File: src/rtl/spi_frame_rx_pkg.sv
package spi_frame_rx_pkg;

  typedef enum logic [1:0] {
    RX_OFF  = 2'd0,
    RX_WAIT = 2'd1,
    RX_RECV = 2'd2
  } rx_state_e;

  // True while the buffer still has a free slot.
  function automatic logic has_room(input int unsigned fill, input int unsigned cap);
    return fill < cap;
  endfunction

  // True when the bit about to be sampled completes a word.
  function automatic logic last_bit(input int unsigned idx, input int unsigned width);
    return idx == width - 1;
  endfunction

  function automatic logic edge_up(input logic cur, input logic prev);
    return cur & ~prev;
  endfunction

  function automatic logic edge_down(input logic cur, input logic prev);
    return ~cur & prev;
  endfunction

endpackage

File: src/rtl/spi_in_sync.sv
module spi_in_sync #(
  parameter int unsigned N       = 3,
  parameter int unsigned STAGES  = 2,
  parameter logic [N-1:0] RST_VAL = '0
) (
  input  logic         clk,
  input  logic         rst_n,
  input  logic [N-1:0] raw_i,
  output logic [N-1:0] sync_o
);

  logic [N-1:0] stage_q [STAGES];

  genvar g;
  generate
    for (g = 0; g < STAGES; g++) begin : g_stage
      always_ff @(posedge clk or negedge rst_n) begin
        if (!rst_n) begin
          stage_q[g] <= RST_VAL;
        end else begin
          if (g == 0) stage_q[g] <= raw_i;
          else        stage_q[g] <= stage_q[(g == 0) ? 0 : g - 1];
        end
      end
    end
  endgenerate

  assign sync_o = stage_q[STAGES-1];

endmodule

File: src/rtl/spi_shift.sv
module spi_shift
  import spi_frame_rx_pkg::*;
#(
  parameter int unsigned WORD = 8
) (
  input  logic            clk,
  input  logic            rst_n,
  input  logic            sck_rise_i,
  input  logic            mosi_i,
  input  logic            csn_i,
  output logic            byte_vld_o,
  output logic [WORD-1:0] byte_o
);

  localparam int unsigned BW = $clog2(WORD);

  logic [BW-1:0]   bit_q;
  logic [WORD-2:0] shreg_q;

  always_ff @(posedge clk or negedge rst_n) begin
    if (!rst_n) begin
      bit_q      <= '0;
      shreg_q    <= '0;
      byte_vld_o <= 1'b0;
      byte_o     <= '0;
    end else begin
      byte_vld_o <= 1'b0;
      if (csn_i) begin
        bit_q <= '0;
      end else if (sck_rise_i) begin
        shreg_q <= {shreg_q[WORD-3:0], mosi_i};
        if (last_bit(32'(bit_q), WORD)) begin
          bit_q      <= '0;
          byte_vld_o <= 1'b1;
          byte_o     <= {shreg_q, mosi_i};
        end else begin
          bit_q <= bit_q + BW'(1);
        end
      end
    end
  end

endmodule

File: src/rtl/spi_frame_ctl.sv
module spi_frame_ctl
  import spi_frame_rx_pkg::*;
#(
  parameter int unsigned DEPTH = 16,
  parameter int unsigned AW    = $clog2(DEPTH),
  parameter int unsigned CW    = $clog2(DEPTH + 1)
) (
  input  logic          clk,
  input  logic          rst_n,
  input  logic          arm_i,
  input  logic          csn_fall_i,
  input  logic          csn_rise_i,
  input  logic          byte_vld_i,
  output logic          wr_en_o,
  output logic [AW-1:0] wr_addr_o,
  output logic [CW-1:0] count_o,
  output logic          overflow_o,
  output logic          done_o,
  output logic          armed_o
);

  rx_state_e     state_q;
  logic [CW-1:0] count_q;
  logic          room;

  assign room      = has_room(32'(count_q), DEPTH);
  assign wr_en_o   = (state_q == RX_RECV) && byte_vld_i && room && !arm_i;
  assign wr_addr_o = count_q[AW-1:0];
  assign count_o   = count_q;
  assign armed_o   = (state_q != RX_OFF);

  always_ff @(posedge clk or negedge rst_n) begin
    if (!rst_n) begin
      state_q    <= RX_OFF;
      count_q    <= '0;
      overflow_o <= 1'b0;
      done_o     <= 1'b0;
    end else begin
      done_o <= 1'b0;
      if (arm_i) begin
        state_q    <= RX_WAIT;
        count_q    <= '0;
        overflow_o <= 1'b0;
      end else begin
        case (state_q)
          RX_WAIT: if (csn_fall_i) state_q <= RX_RECV;
          RX_RECV: begin
            // a byte committing in the closing cycle is still counted
            if (byte_vld_i) begin
              if (room) count_q    <= count_q + CW'(1);
              else      overflow_o <= 1'b1;
            end
            if (csn_rise_i) begin
              state_q <= RX_OFF;
              done_o  <= 1'b1;
            end
          end
          default: ;
        endcase
      end
    end
  end

endmodule

File: src/rtl/spi_frame_buf.sv
module spi_frame_buf #(
  parameter int unsigned DEPTH = 16,
  parameter int unsigned WORD  = 8,
  parameter int unsigned AW    = $clog2(DEPTH)
) (
  input  logic            clk,
  input  logic            we_i,
  input  logic [AW-1:0]   waddr_i,
  input  logic [WORD-1:0] wdata_i,
  input  logic [AW-1:0]   raddr_i,
  output logic [WORD-1:0] rdata_o
);

  logic [WORD-1:0] mem [DEPTH];

  always_ff @(posedge clk) begin
    if (we_i) mem[waddr_i] <= wdata_i;
  end

  assign rdata_o = mem[raddr_i];

endmodule

File: src/rtl/spi_frame_rx.sv
module spi_frame_rx
  import spi_frame_rx_pkg::*;
#(
  parameter int unsigned DEPTH = 16,
  parameter int unsigned WORD  = 8,
  localparam int unsigned AW   = $clog2(DEPTH),
  localparam int unsigned CW   = $clog2(DEPTH + 1)
) (
  input  logic            clk,
  input  logic            rst_n,
  input  logic            arm_i,
  input  logic            sck_i,
  input  logic            mosi_i,
  input  logic            csn_i,
  input  logic [AW-1:0]   rd_addr_i,
  output logic [WORD-1:0] rd_data_o,
  output logic            done_o,
  output logic [CW-1:0]   count_o,
  output logic            overflow_o
);

  // bit order of the synchroniser vector
  localparam int unsigned IDX_SCK  = 0;
  localparam int unsigned IDX_MOSI = 1;
  localparam int unsigned IDX_CSN  = 2;

  logic [2:0]      pins_s;
  logic            sck_s, mosi_s, csn_s;
  logic            sck_prev, csn_prev;
  logic            sck_rise, csn_rise, csn_fall;
  logic            byte_vld;
  logic [WORD-1:0] byte_data;
  logic            wr_en;
  logic [AW-1:0]   wr_addr;
  logic            armed;

  spi_in_sync #(.N(3), .STAGES(2), .RST_VAL(3'b100)) u_sync (
    .clk    (clk),
    .rst_n  (rst_n),
    .raw_i  ({csn_i, mosi_i, sck_i}),
    .sync_o (pins_s)
  );

  assign sck_s  = pins_s[IDX_SCK];
  assign mosi_s = pins_s[IDX_MOSI];
  assign csn_s  = pins_s[IDX_CSN];

  always_ff @(posedge clk or negedge rst_n) begin
    if (!rst_n) begin
      sck_prev <= 1'b0;
      csn_prev <= 1'b1;
    end else begin
      sck_prev <= sck_s;
      csn_prev <= csn_s;
    end
  end

  assign sck_rise = edge_up(sck_s, sck_prev);
  assign csn_rise = edge_up(csn_s, csn_prev);
  assign csn_fall = edge_down(csn_s, csn_prev);

  spi_shift #(.WORD(WORD)) u_shift (
    .clk        (clk),
    .rst_n      (rst_n),
    .sck_rise_i (sck_rise),
    .mosi_i     (mosi_s),
    .csn_i      (csn_s),
    .byte_vld_o (byte_vld),
    .byte_o     (byte_data)
  );

  spi_frame_ctl #(.DEPTH(DEPTH), .AW(AW), .CW(CW)) u_ctl (
    .clk        (clk),
    .rst_n      (rst_n),
    .arm_i      (arm_i),
    .csn_fall_i (csn_fall),
    .csn_rise_i (csn_rise),
    .byte_vld_i (byte_vld),
    .wr_en_o    (wr_en),
    .wr_addr_o  (wr_addr),
    .count_o    (count_o),
    .overflow_o (overflow_o),
    .done_o     (done_o),
    .armed_o    (armed)
  );

  spi_frame_buf #(.DEPTH(DEPTH), .WORD(WORD), .AW(AW)) u_buf (
    .clk     (clk),
    .we_i    (wr_en),
    .waddr_i (wr_addr),
    .wdata_i (byte_data),
    .raddr_i (rd_addr_i),
    .rdata_o (rd_data_o)
  );

endmodule

File: config.mk
export PLATFORM = sky130hd
export DESIGN_NAME = spi_frame_rx
export DESIGN_NICKNAME = d
export VERILOG_FILES = /design/src/rtl/spi_frame_rx_pkg.sv /design/src/rtl/spi_in_sync.sv /design/src/rtl/spi_shift.sv /design/src/rtl/spi_frame_ctl.sv /design/src/rtl/spi_frame_buf.sv /design/src/rtl/spi_frame_rx.sv
export SDC_FILE = /design/constraint.sdc
export NUM_CORES = 1
export LEC_CHECK = 0
export BUFFER_PORTS_ARGS = -buffer_cell sky130_fd_sc_hd__buf_2
export CAP_MARGIN = 30
export CORE_MARGIN = 8
export CORE_UTILIZATION = 35
export DETAILED_ROUTE_END_ITERATION = 10
export GPL_TIMING_DRIVEN = 0
export PLACE_DENSITY = 0.58
export SLEW_MARGIN = 5
export SYNTH_ARGS = -nofsm -noshare
export SYNTH_HDL_FRONTEND = slang
export SYNTH_SLANG_ARGS = --single-unit
File: constraint.sdc
create_clock -name clk -period 2.7 [get_ports clk]
set_clock_uncertainty 0.05 [all_clocks]
set_input_delay 0.135 -clock clk [delete_from_list [all_inputs] [get_ports clk]]
set_output_delay 0.135 -clock clk [all_outputs]
set_load 0.05 [all_outputs]
==> After elaboration in Yosys (flattened, before gate mapping) <==
Memory sizes are Yosys's and may differ from the RTL's.
Index checks and enable logic that the tools add are counted.
{ "op_classes": {"mux": 23, "n_eq_ne": 6, "add_sub_neg": 2, "n_bitwise": 6, "order_cmp": 1, "n_reduce_logical": 14} }
{ "ops": {"columns": ["op", "n"], "rows": [
  ["5-bit 2-to-1 mux", 4],
  ["1-bit 2-to-1 mux", 12],
  ["3-bit AND reduction", 4],
  ["3-bit 2-to-1 mux", 3],
  ["2-bit nonzero test", 4],
  ["2-bit 2-to-1 mux", 3],
  ["3-bit inequality test (second input constant)", 2],
  ["5-bit by 1-bit adder with 5-bit output (second input constant)", 1],
  ["5-bit < comparator (second input constant)", 1],
  ["2-bit case mux with 2 select lines", 1],
  ["3-bit by 1-bit adder with 3-bit output (second input constant)", 1],
  ["1-bit bitwise AND", 3],
  ["3-bit equality test (second input constant)", 1],
  ["1-bit logical AND", 3],
  ["1-bit inverter", 3],
  ["3-bit nonzero test", 1],
  ["2-bit by 1-bit equality test with 1-bit output (second input constant)", 1],
  ["2-bit equality test (second input constant)", 1],
  ["2-bit inequality test (second input constant)", 1],
  ["2-bit AND reduction", 1],
  ["1-bit zero test", 1]
]} }
{ "totals": {"mem_bits_rw": 128, "out_inout_bits": 15, "wordCells": 65, "reg_bits": 36, "inputBits": 10, "n_memories": 1} }
{ "mem_list": {"columns": ["name", "words", "width", "rd", "rd_clocked_by_memory_dff", "wr", "line", "rtl"], "rows": [
  ["u_buf.mem", 16, 8, 1, 0, 1, "spi_frame_buf.sv:14", "logic [WORD-1:0] mem [DEPTH];"]
]} }

==> Longest topological paths before layout <==
{ "depth": {"depth_word": 6, "depth_mapped": 5, "depth_no_buf": 5} }

==> Modules after synthesis <==
From an unflattened synthesis, not the netlist that was laid out.
{ "hier_totals": {"hier_cells": 325, "hier_area_um2": 6500.0} }
{ "by_module_without_submodules": {"columns": ["module", "seq_area_each_um2", "n_inst", "area_per_inst_um2", "cells_each"], "rows": [
  ["spi_frame_buf", 3843.7, 1, 4987.3, 221],
  ["spi_shift", 475.5, 1, 803.3, 48],
  ["spi_frame_ctl", 225.2, 1, 461.7, 42],
  ["spi_in_sync", 152.6, 1, 175.2, 9],
  ["spi_frame_rx", 51.3, 1, 72.6, 5]
]} }

==> Worst setup path before layout <==
OpenSTA, ideal clock, no wires.
{ "synth_path": {"kind": "reg2reg", "start": "register u_ctl.count_q[1], in the netlist u_ctl.count_o[1]", "end": "memory u_buf.mem[3][0] (enable)", "setup_slack_ns": 0.291, "path_stages_with_launch": 5, "synth_period_minus_slack_ns": 2.409, "n_path_buf": 0, "t_required_ns": 2.267, "arrival_ns": 1.976, "setup_time_ns": 0.383, "path_cell_list": "dfrtp_1 > ha_1 > inv_1 > or3_1 > nor3_1"} }
{ "synth_via": {"elab_chain_cells": 5} }
{ "synth_lines": {"columns": ["element", "line", "rtl"], "rows": [
  ["from (decl)", "spi_frame_ctl.sv:23", "logic [CW-1:0] count_q;"],
  ["from (signal assigned)", "spi_frame_ctl.sv:50", "if (room) count_q <= count_q + CW'(1);"],
  ["5-bit < comparator", "spi_frame_rx_pkg.sv:11", "return fill < cap;"],
  ["1-bit logical AND (2 in a row)", "spi_frame_ctl.sv:27", "assign wr_en_o = (state_q == RX_RECV) && byte_vld_i && room && !arm_i;"],
  ["1-bit 2-to-1 mux", "spi_frame_buf.sv:17", "if (we_i) mem[waddr_i] <= wdata_i;"],
  ["1-bit 2-to-1 mux (implied by the code)", "spi_frame_buf.sv:17", null],
  ["to (decl)", "spi_frame_buf.sv:14", null]
]} }
Several ways; a longest one is shown, not always the timed one.

==> Final worst setup path <==
{ "layout_path": {"start": "register u_ctl.count_q[4], in the netlist u_ctl.count_o[4]", "end": "memory u_buf.mem[11][5] (enable)"} }
{ "layout_via": {"elab_chain_cells": 5} }
{ "layout_lines": {"columns": ["element", "line"], "rows": [
  ["5-bit < comparator", "spi_frame_rx_pkg.sv:11"],
  ["1-bit logical AND (2 in a row)", "spi_frame_ctl.sv:27"],
  ["1-bit 2-to-1 mux", "spi_frame_buf.sv:17"],
  ["1-bit 2-to-1 mux (implied by the code)", "spi_frame_buf.sv:17"]
]} }
No other way between the ends.

==> out/results.ini <==
[synth]
synth_nets=346
yosysSeqAreaShare_pct=74.0
synthCells=329
synth_common_cells=128 x edfxtp_1, 33 x dfrtp_1, 19 x nor2_1
syn_avg_cell_area_sq_um=19.5
syn_area_sq_um=6420
synth_top_cell_area_share_pct=59.9
yosysMostFrequentCell=edfxtp_1
synth_edf_count=128
synth_area_leader_cell=edfxtp_1
ys_seq_elements=164
synthArstFlopShare_pct=22.0
yosysWarnings=0
ys.flop_type=edfxtp_1
synth.distinct_cells=38
synth_area_leaders=edfxtp_1 60%, dfrtp_1 13%, mux4_2 6.3%

[clock_network]
clk_latency_ps=420
cts_root_buf=clkbuf_16
post_cts_buffers=0
clk_pin_slew_ps=60
cts_tree=done
clockBufferDepth=2
clkSinkCount=164
h-tree-depth=4
cts_made_buffers=17

[finish]
syn2layout_area_growth_pct=16.3
nets=392
post-route-util_pct=41.5
seq_area_sq_um=4750
diodes=0
fill_cells=1575
multiInputGateArea_sq_um=1560
drive_above_1_share_pct=27.3

[die]
rows=49
fp.dieArea_sq_um=22900
dieWidth_um=151
die_h_um=151
boundaryPins=25
coreArea_sq_um=18000
start_util_pct=35.7

[power_and_ir_drop]
p_total_mw=5.33
power_density_nw_per_um2=715
ir_drop_mv=0.471
leakage_nw=2.98

[worst_hold_path]
worstHoldPathType=input port to flip-flop

[critical_path]
path_max_fanout=8
start_kind=flip-flop
required_ps=2700
crit_arrival_ps=2350
crit_type=flip-flop to flip-flop
end_kind=flip-flop

[place]
gp_congestion=0.708
dp_hpwl_um=7840
port_buffers=23

[sta]
worstMarginPinSlew_ps=849
hold_violations=0
drv_slew=0
max_freq_mhz=426
rsz0062_at_grt=no
fin_crit_ps=2350
min_period_over_period_pct=87.0
setup_viol=0
max-slew-margin-rel_pct=43.2
hold_slack_ps=56.8

[grt]
grt_pass1_vias=3307
grt_antenna_before_repair=0
grt_max_degree=37
grt_overflow=0
grt_pass1_wl_um=18700
grt_util_all_layers_pct=11.3

[routing]
ant_nets=0
via_per_inst=4.99
wl_per_cell_um=19.3
drtIter0Drc=203
drc_errors=0
vias=3081
drtPass1Iterations=4
wirelength_um=11900

[flow_run]
max_cap_violations=0

[run_status]
status=finished clean

[timing repair]
item	CTS	global route
hold buffers	4	0
hold endpoints to repair	36	0
endpoints found under the setup margin	0	0
gates resized for setup	0	0
[registers in the layout, indices dropped and copies added, names as in the netlist, 2 cells and up]
signal           cells
u_buf.mem          128
u_ctl.count_o        5
u_ctl.state_q        2
u_shift.bit_q        3
u_shift.byte_o       8
u_shift.shreg_q      7
u_sync.stage_q       3
u_sync.sync_o        3
[path summary, 6_finish.rpt]
check,start,to,cells past startpoint,slack (ps)
max in group asynchronous,rst_n,u_shift.byte_vld_o,2,1840
worst max register to register,u_ctl.count_o[4],u_buf.mem[11][5],3,350
worst max-delay path,u_ctl.count_o[4],u_buf.mem[11][5],3,350
worst min register to register,u_sync.stage_q[3],u_sync.sync_o[0],0,300
min in group asynchronous,rst_n,u_sync.stage_q[4],2,270
worst min-delay path,arm_i,u_ctl.done_o,3,60
[worst max-delay path, stage by stage (launching register included)]
cell       delay (ps)
dfrtp_1           430
nand4bb_1         340
or3_1             490
nor2_1            670
[metal layers]
metal | vias up | global-route usage (%) | routed length [um]
li1 | 1406 | - | -
met1 | 1603 | 14.3 | 5230
met2 | 68 | 17.7 | 5900
met3 | 4 | 3.70 | 712
met4 | 0 | 4.01 | 42
met5 | - | 0 | 0
[layout by cell type (no fill, tap or decap), types with 5 or more instances in the layout]
cell type,n
edfxtp_1,128
dfrtp_1,33
buf_2,27
nor2_1,19
mux4_2,18
clkbuf_16,17
a22oi_1,16
nand2_1,15
mux4_1,14
mux2_2,13
ha_1,7
inv_1,6
a21oi_1,6
clkinv_4,5
[metrics by stage]
| stage | worst slack [ps] | setup TNS, ps | cell area (sq um) | std cells |
|---|---|---|---|---|
| 6_report | 350 | 0 | 7460 | 617 |
| 5_1_grt | 160 | 0 | 7460 | 617 |
| 3_3_place_gp | -75.1 | -597 | 6820 | 581 |
| 4_1_cts | 272 | 0 | 7460 | 617 |
| 3_5_place_dp | 288 | 0 | 6840 | 581 |
| 2_1_floorplan | 291 | 0 | 6420 | 329 |
[power breakdown]
| part | leakage (nW) | switching [mW] | internal, mW |
|---|---|---|---|
| logic | 0.828 | 0.105 | 0.0958 |
| clock network | 0.277 | 0.984 | 1.37 |
| registers | 1.88 | 0.0346 | 2.75 |
[kinds of logic (layout without fill, tap and decap cells)]
kind of cell	after synthesis	after routing	synth area share [%]
buffers and inverters	22	81	2.07
and+or+nand+nor	58	58	4.58
muxes	49	49	15.0
AOI/OAI and AO/OA	29	29	3.00
DFF	164	164	74.0
adders and majority gates	7	7	1.36
[cell type report]
cell class / count / share of cell area [%]
flip-flops and latches: 164 / 63.6
multi-input cells: 143 / 20.9
clock buffers: 18 / 5.75
well taps: 229 / 3.84
repair buffers: 27 / 2.08
clock inverters: 14 / 2.06
plain buffers: 16 / 1.48
inverters: 6 / 0.302
Power figures use the tool's default switching activity.
